`src/rtl/iwin_sel.sv`:
```
module iwin_sel #(
  parameter int N    = 8,
  parameter int NCLS = 3,
  parameter int CW   = 2,
  parameter int DW   = 16,
  parameter int TW   = 6
) (
  input  logic                 clk,
  input  logic                 rst_n,
  input  logic                 ins_valid,
  input  logic [CW-1:0]        ins_cls,
  input  logic                 ins_a_rdy,
  input  logic [TW-1:0]        ins_a_tag,
  input  logic [DW-1:0]        ins_a_val,
  input  logic                 ins_b_rdy,
  input  logic [TW-1:0]        ins_b_tag,
  input  logic [DW-1:0]        ins_b_val,
  input  logic [TW-1:0]        ins_dst,
  output logic                 ins_ready,
  input  logic                 wb_valid,
  input  logic [TW-1:0]        wb_tag,
  input  logic [DW-1:0]        wb_data,
  input  logic [CW-1:0]        wb_cls,
  input  logic                 flush,
  input  logic [$clog2(N)+1:0] flush_seq,
  output logic [NCLS-1:0]      iss_valid,
  output logic [NCLS*DW-1:0]   iss_a,
  output logic [NCLS*DW-1:0]   iss_b,
  output logic [NCLS*TW-1:0]   iss_dst,
  output logic [NCLS*($clog2(N)+2)-1:0] iss_seq
);
  localparam int IW = $clog2(N);
  localparam int SW = IW + 2;

  logic [N-1:0]    vld, ar, br, a_ok, b_ok;
  logic [CW-1:0]   cls [N];
  logic [TW-1:0]   at [N], bt [N], dst [N];
  logic [DW-1:0]   av [N], bv [N], a_cur [N], b_cur [N];
  logic [SW-1:0]   seq [N];
  logic [SW-1:0]   nseq;
  logic [NCLS-1:0] busy;
  logic [N-1:0]    cand [NCLS];
  logic [N-1:0]    win [NCLS];
  logic [N-1:0]    gone;
  logic [IW-1:0]   slot;
  logic [N*SW-1:0] seq_flat;
  logic            take;

  function automatic logic younger(input logic [SW-1:0] x, input logic [SW-1:0] y);
    logic [SW-1:0] d;
    d = x - y;
    return (d != '0) && !d[SW-1];
  endfunction

  assign ins_ready = !(&vld) && !flush;
  assign take      = ins_valid && ins_ready;

  always_comb begin
    for (int i = 0; i < N; i++) begin
      a_ok[i]  = ar[i] || (wb_valid && wb_tag == at[i]);
      b_ok[i]  = br[i] || (wb_valid && wb_tag == bt[i]);
      a_cur[i] = ar[i] ? av[i] : wb_data;
      b_cur[i] = br[i] ? bv[i] : wb_data;
      seq_flat[i*SW +: SW] = seq[i];
    end
  end

  always_comb begin
    for (int c = 0; c < NCLS; c++)
      for (int i = 0; i < N; i++)
        cand[c][i] = vld[i] && cls[i] == CW'(c) && a_ok[i] && b_ok[i] && !busy[c] && !flush;
  end

  always_comb begin
    for (int c = 0; c < NCLS; c++)
      for (int i = 0; i < N; i++) begin
        win[c][i] = cand[c][i];
        for (int j = 0; j < N; j++)
          if (cand[c][j] && younger(seq[i], seq[j])) win[c][i] = 1'b0;
      end
  end

  always_comb begin
    iss_a = '0; iss_b = '0; iss_dst = '0; iss_seq = '0; gone = '0;
    for (int c = 0; c < NCLS; c++) begin
      iss_valid[c] = |win[c];
      gone = gone | win[c];
      for (int i = 0; i < N; i++)
        if (win[c][i]) begin
          iss_a[c*DW +: DW]   = iss_a[c*DW +: DW]   | a_cur[i];
          iss_b[c*DW +: DW]   = iss_b[c*DW +: DW]   | b_cur[i];
          iss_dst[c*TW +: TW] = iss_dst[c*TW +: TW] | dst[i];
          iss_seq[c*SW +: SW] = iss_seq[c*SW +: SW] | seq[i];
        end
    end
  end

  always_comb begin
    slot = '0;
    for (int i = N - 1; i >= 0; i--)
      if (!vld[i]) slot = IW'(i);
  end

  always_ff @(posedge clk) begin
    if (!rst_n) begin
      vld <= '0; ar <= '0; br <= '0; busy <= '0; nseq <= '0;
    end else begin
      for (int i = 0; i < N; i++) begin
        if (flush && younger(seq[i], flush_seq)) vld[i] <= 1'b0;
        else if (gone[i]) vld[i] <= 1'b0;
        else begin
          if (wb_valid && !ar[i] && wb_tag == at[i]) begin ar[i] <= 1'b1; av[i] <= wb_data; end
          if (wb_valid && !br[i] && wb_tag == bt[i]) begin br[i] <= 1'b1; bv[i] <= wb_data; end
        end
      end
      if (take) begin
        vld[slot] <= 1'b1;
        cls[slot] <= ins_cls;
        dst[slot] <= ins_dst;
        seq[slot] <= nseq;
        at[slot]  <= ins_a_tag;
        bt[slot]  <= ins_b_tag;
        ar[slot]  <= ins_a_rdy || (wb_valid && wb_tag == ins_a_tag);
        br[slot]  <= ins_b_rdy || (wb_valid && wb_tag == ins_b_tag);
        av[slot]  <= ins_a_rdy ? ins_a_val : wb_data;
        bv[slot]  <= ins_b_rdy ? ins_b_val : wb_data;
        nseq      <= nseq + 1'b1;
      end
      if (flush) nseq <= flush_seq + 1'b1;
      for (int c = 0; c < NCLS; c++)
        if (iss_valid[c]) busy[c] <= 1'b1;
        else if (wb_valid && wb_cls == CW'(c)) busy[c] <= 1'b0;
    end
  end
endmodule


```
`config.mk`:
```
export PLATFORM = sky130hd
export DESIGN_NAME = iwin_sel
export DESIGN_NICKNAME = d
export VERILOG_FILES = /design/src/rtl/iwin_sel.sv
export SDC_FILE = /design/constraint.sdc
export NUM_CORES = 2
export LEC_CHECK = 0
export ABC_AREA = 1
export BUFFER_PORTS_ARGS = -buffer_cell sky130_fd_sc_hd__clkbuf_2
export CAP_MARGIN = 0
export CORE_MARGIN = 2
export CORE_UTILIZATION = 25
export DETAILED_ROUTE_END_ITERATION = 8
export PLACE_DENSITY = 0.45
export SLEW_MARGIN = 10
export SYNTH_ARGS = -nofsm -noshare
export SYNTH_HDL_FRONTEND = slang
export SYNTH_SLANG_ARGS = --single-unit
```
`constraint.sdc`:
```
create_clock -name clk -period 3.3 [get_ports clk]
set_input_delay 0.165 -clock clk [delete_from_list [all_inputs] [get_ports clk]]
set_output_delay 0.165 -clock clk [all_outputs]
set_load 0.01 [all_outputs]
```
==> flow_summary.toml <==
[run_status]
status = "finished, violations left"
violations = "setup timing"

[yosys]
synth_area_leaders = "edfxtp_1 33%, nand2_1 20%, o21ai_0 9.2%"
synth_nets = 6440
synth_top_area_share_pct = 33.2
synthDistinctLibCells = 48
ys_ff_latch = 488
synth_edf_count = 456
avgSynthCellArea_sq_um = 6.77
ys_seq_area_share_pct = 34.8
yosys_warnings = 0
yosys.area.top_type = "edfxtp_1"
syn_inst = 6095
ys.flop_type = "edfxtp_1"
async_flop_share_pct = 0
synthesis.area_sq_um = 41200

[power_and_ir_drop]
p_leak_nw = 27.4
intPower_mw = 11.4
irDropWorstVdd_mv = 0.422
swShare_pct = 28.7
power.switching_mw = 4.60
seqPwrFrac_pct = 42.8
power_density_nw_per_um2 = 260
p_clk_share_pct = 43.8
pwr-share-comb_pct = 13.4

[worst_setup_path]
rr_worst_depth = 20
crit_required_ns = 3.13
slowest_stage = "edfxtp_1"
r2r_setup_slack_ns = -0.22
cp_max_fo = 10
crit_chain = "buf_6 -> ha_4 -> nand2_1 -> inv_1 -> o21ai_2 -> nand2_2 -> xor2_2 -> nor2_4 -> buf_6 -> nand2_2 -> nand2_1 -> nor2_1 -> nand2_2 -> buf_12 -> buf_12 -> o21ai_1 -> nor2_1 -> nand2_1 -> buf_2"
r2r_end = "av[4][13]"
timing.rr.start = "seq[3][2]"
crit_path_end_kind = "output pin"
max_stage_delay_ns = 0.52
crit_arrival_ns = 3.79
start_kind = "flop"
criticalPathCategory = "reg2out"

[run]
max_cap_viol_count = 0

[floorplan]
ioPinCount = 221
coreArea_sq_um = 164000
die_x_microns = 410
start_util_pct = 25.1
dieArea_sq_um = 168000
rows = 149
die_h_microns = 410

[finish]
final_common_cell = "nand2_1"
most-common-layout-cells = "1823 x nand2_1, 615 x o21ai_0, 522 x inv_1, 504 x buf_4, 456 x edfxtp_1"
drive_gt1_share_pct = 32.3
fill_cells = 17300
fin_nets = 7342
seq_area_sq_um = 14300
area_growth_pct = 49.6
multi_input_comb_area_sq_um = 28100
fin_area_sq_um = 61700

[detailed_routing]
dr.pass1.iters = 9
wl_met1_microns = 110000
wl_met3_microns = 23200
antenna_left = 0
dr_wl_met2_microns = 107000
wl_per_cell_microns = 27.2
viasPerCell = 5.19
drc = 0
top_layer_used = "met5"
drt_wl_total_microns = 251000
vias = 47900
drt-initial-drc-count = 5609

[global_route]
grt_pass1_vias = 44400
grt_max_degree = 52
grt_pass1_wl_microns = 343000
grt-ovfl-total = 0
track_usage_pct = 28.5
antenna_found_initial = 3

[min_path]
hold_class = "in2reg"
min_to = "bv[5][7]"
holdPathStages = 3
min_from = "wb_data[7]"

[sta]
hold_slack_ns = 0.0278
rsz0062_at_grt = "true"
hold_viol = 0
period_needed_ns = 3.95
drv_slew = 0
finClkSkew_ns = 0.0470
min_period_over_period_pct = 120
final.setup.worst_slack_ns = -0.652
max-slew-margin-rel_pct = 21.1
setup_viol = 387
tightest_slew_ns = 1.17
fmax_mhz = 253

[place]
io_buffers = 220
gp_congestion = 1.00
postPlaceCellArea_sq_um = 51100
place_hpwl_microns = 189000

[cts]
clk_latency_ns = 0.72
root_buffer = "clkbuf_16"
cts_sinks = 488
path_clk_slew_ns = 0.06
cts_buffers = 61
htreeDepth = 2
cts_buffer_depth = 3
cts_tree = "built"
-- metal layers --
metal  global-route usage [%]  up-vias
li1                         -    21900
met1                     39.6    23100
met2                     43.4     2457
met3                     5.88      489
met4                     10.2        4
met5                        0        -
-- how the worst max path moves through the flow --
stage	start	to	slack [ns]	cells after the start
after CTS	seq[2][1]	iss_b[42]	-0.58	22
after global placement	seq[0][3]	av[0][8]	-0.55	17
after detailed placement	seq[2][1]	av[1][4]	-0.51	18
after global routing	seq[2][1]	iss_a[22]	-0.75	22
final	seq[0][3]	iss_a[9]	-0.65	19
after floorplan	seq[4][1]	av[0][0]	0.07	18
-- kinds of logic after synthesis --
| group | share of synthesized area, % |
|---|---|
| AO/OA/AOI/OAI | 15.4 |
| XOR/XNOR | 2.32 |
| adder cells (fa/ha/maj) | 7.80 |
| buffers and inverters | 9.12 |
| flip-flops | 34.8 |
| multiplexers | 0.0243 |
| AND/OR/NAND/NOR | 30.6 |
-- cells in the mapped netlist, types with 71 or more instances --
cell / instances
nand4_1: 88
o22ai_1: 142
nor2_1: 540
nand2_1: 2149
xnor2_1: 71
o21ai_1: 112
inv_1: 586
a21oi_1: 160
edfxtp_1: 456
clkbuf_1: 140
ha_1: 257
o21ai_0: 757
buf_2: 82
nand3_1: 271
-- worst max-delay path, delay by kind of cell, from the launching register on --
kind | cells | cell delay [ns]
AOI/OAI and AO/OA | 2 | 0.16
DFF | 1 | 0.52
adders and majority gates | 1 | 0.26
buffers and inverters | 6 | 0.93
and+or+nand+nor | 9 | 1.03
xor gates and xnor gates | 1 | 0.19
-- area by class of cell --
type | count | area share, %
inverters | 621 | 4.13
flip-flops and latches | 488 | 23.2
clock inverters | 35 | 0.665
well taps | 2189 | 4.44
repair inverters | 3 | 0.0426
repair buffers | 1116 | 19.3
clock buffers | 77 | 2.61
diodes | 1 | 0.00406
multi-input cells | 4706 | 45.5
-- power groups by stage --
stage,clock (mW),combinational (mW),sequential (mW)
floorplan,0,0.902,6.98
global placement,0,1.90,6.99
detailed placement,0,1.90,6.99
CTS,7.11,1.99,6.86
global route,7.32,2.28,6.87
finish,7.03,2.15,6.86
-- sequential cells by signal (all words and copies together) (netlist names) --
register  count
ar            8
at           48
av          128
br            8
bt           48
busy          3
bv          128
cls          16
dst          48
nseq          5
seq          40
vld           8
-- through the flow --
step | util, % | power (mW) | TNS, ns | setup slack (ns) | std cells
after floorplan | - | 7.88 | 0 | 0.0743 | 6095
after global placement | 31.1 | 8.89 | -93.85 | -0.555 | 8957
after detailed placement | 31.1 | 8.89 | -91.97 | -0.509 | 8957
after CTS | 34.8 | 16.0 | -89.76 | -0.580 | 9180
after global routing | 37.5 | 16.5 | -149.92 | -0.746 | 9235
final | 37.5 | 16.0 | -100.57 | -0.652 | 9236
-- what timing repair did --
item                                    CTS  global route
pin swaps                               139           452
endpoints found under the hold margin   339             0
endpoints found under the setup margin  395           392
hold buffers                             37             0
gates resized for setup                 689          1170
cloned                                   15            15
buffers inserted                         61            55
Note: power is estimated with default switching activity, not from simulation.
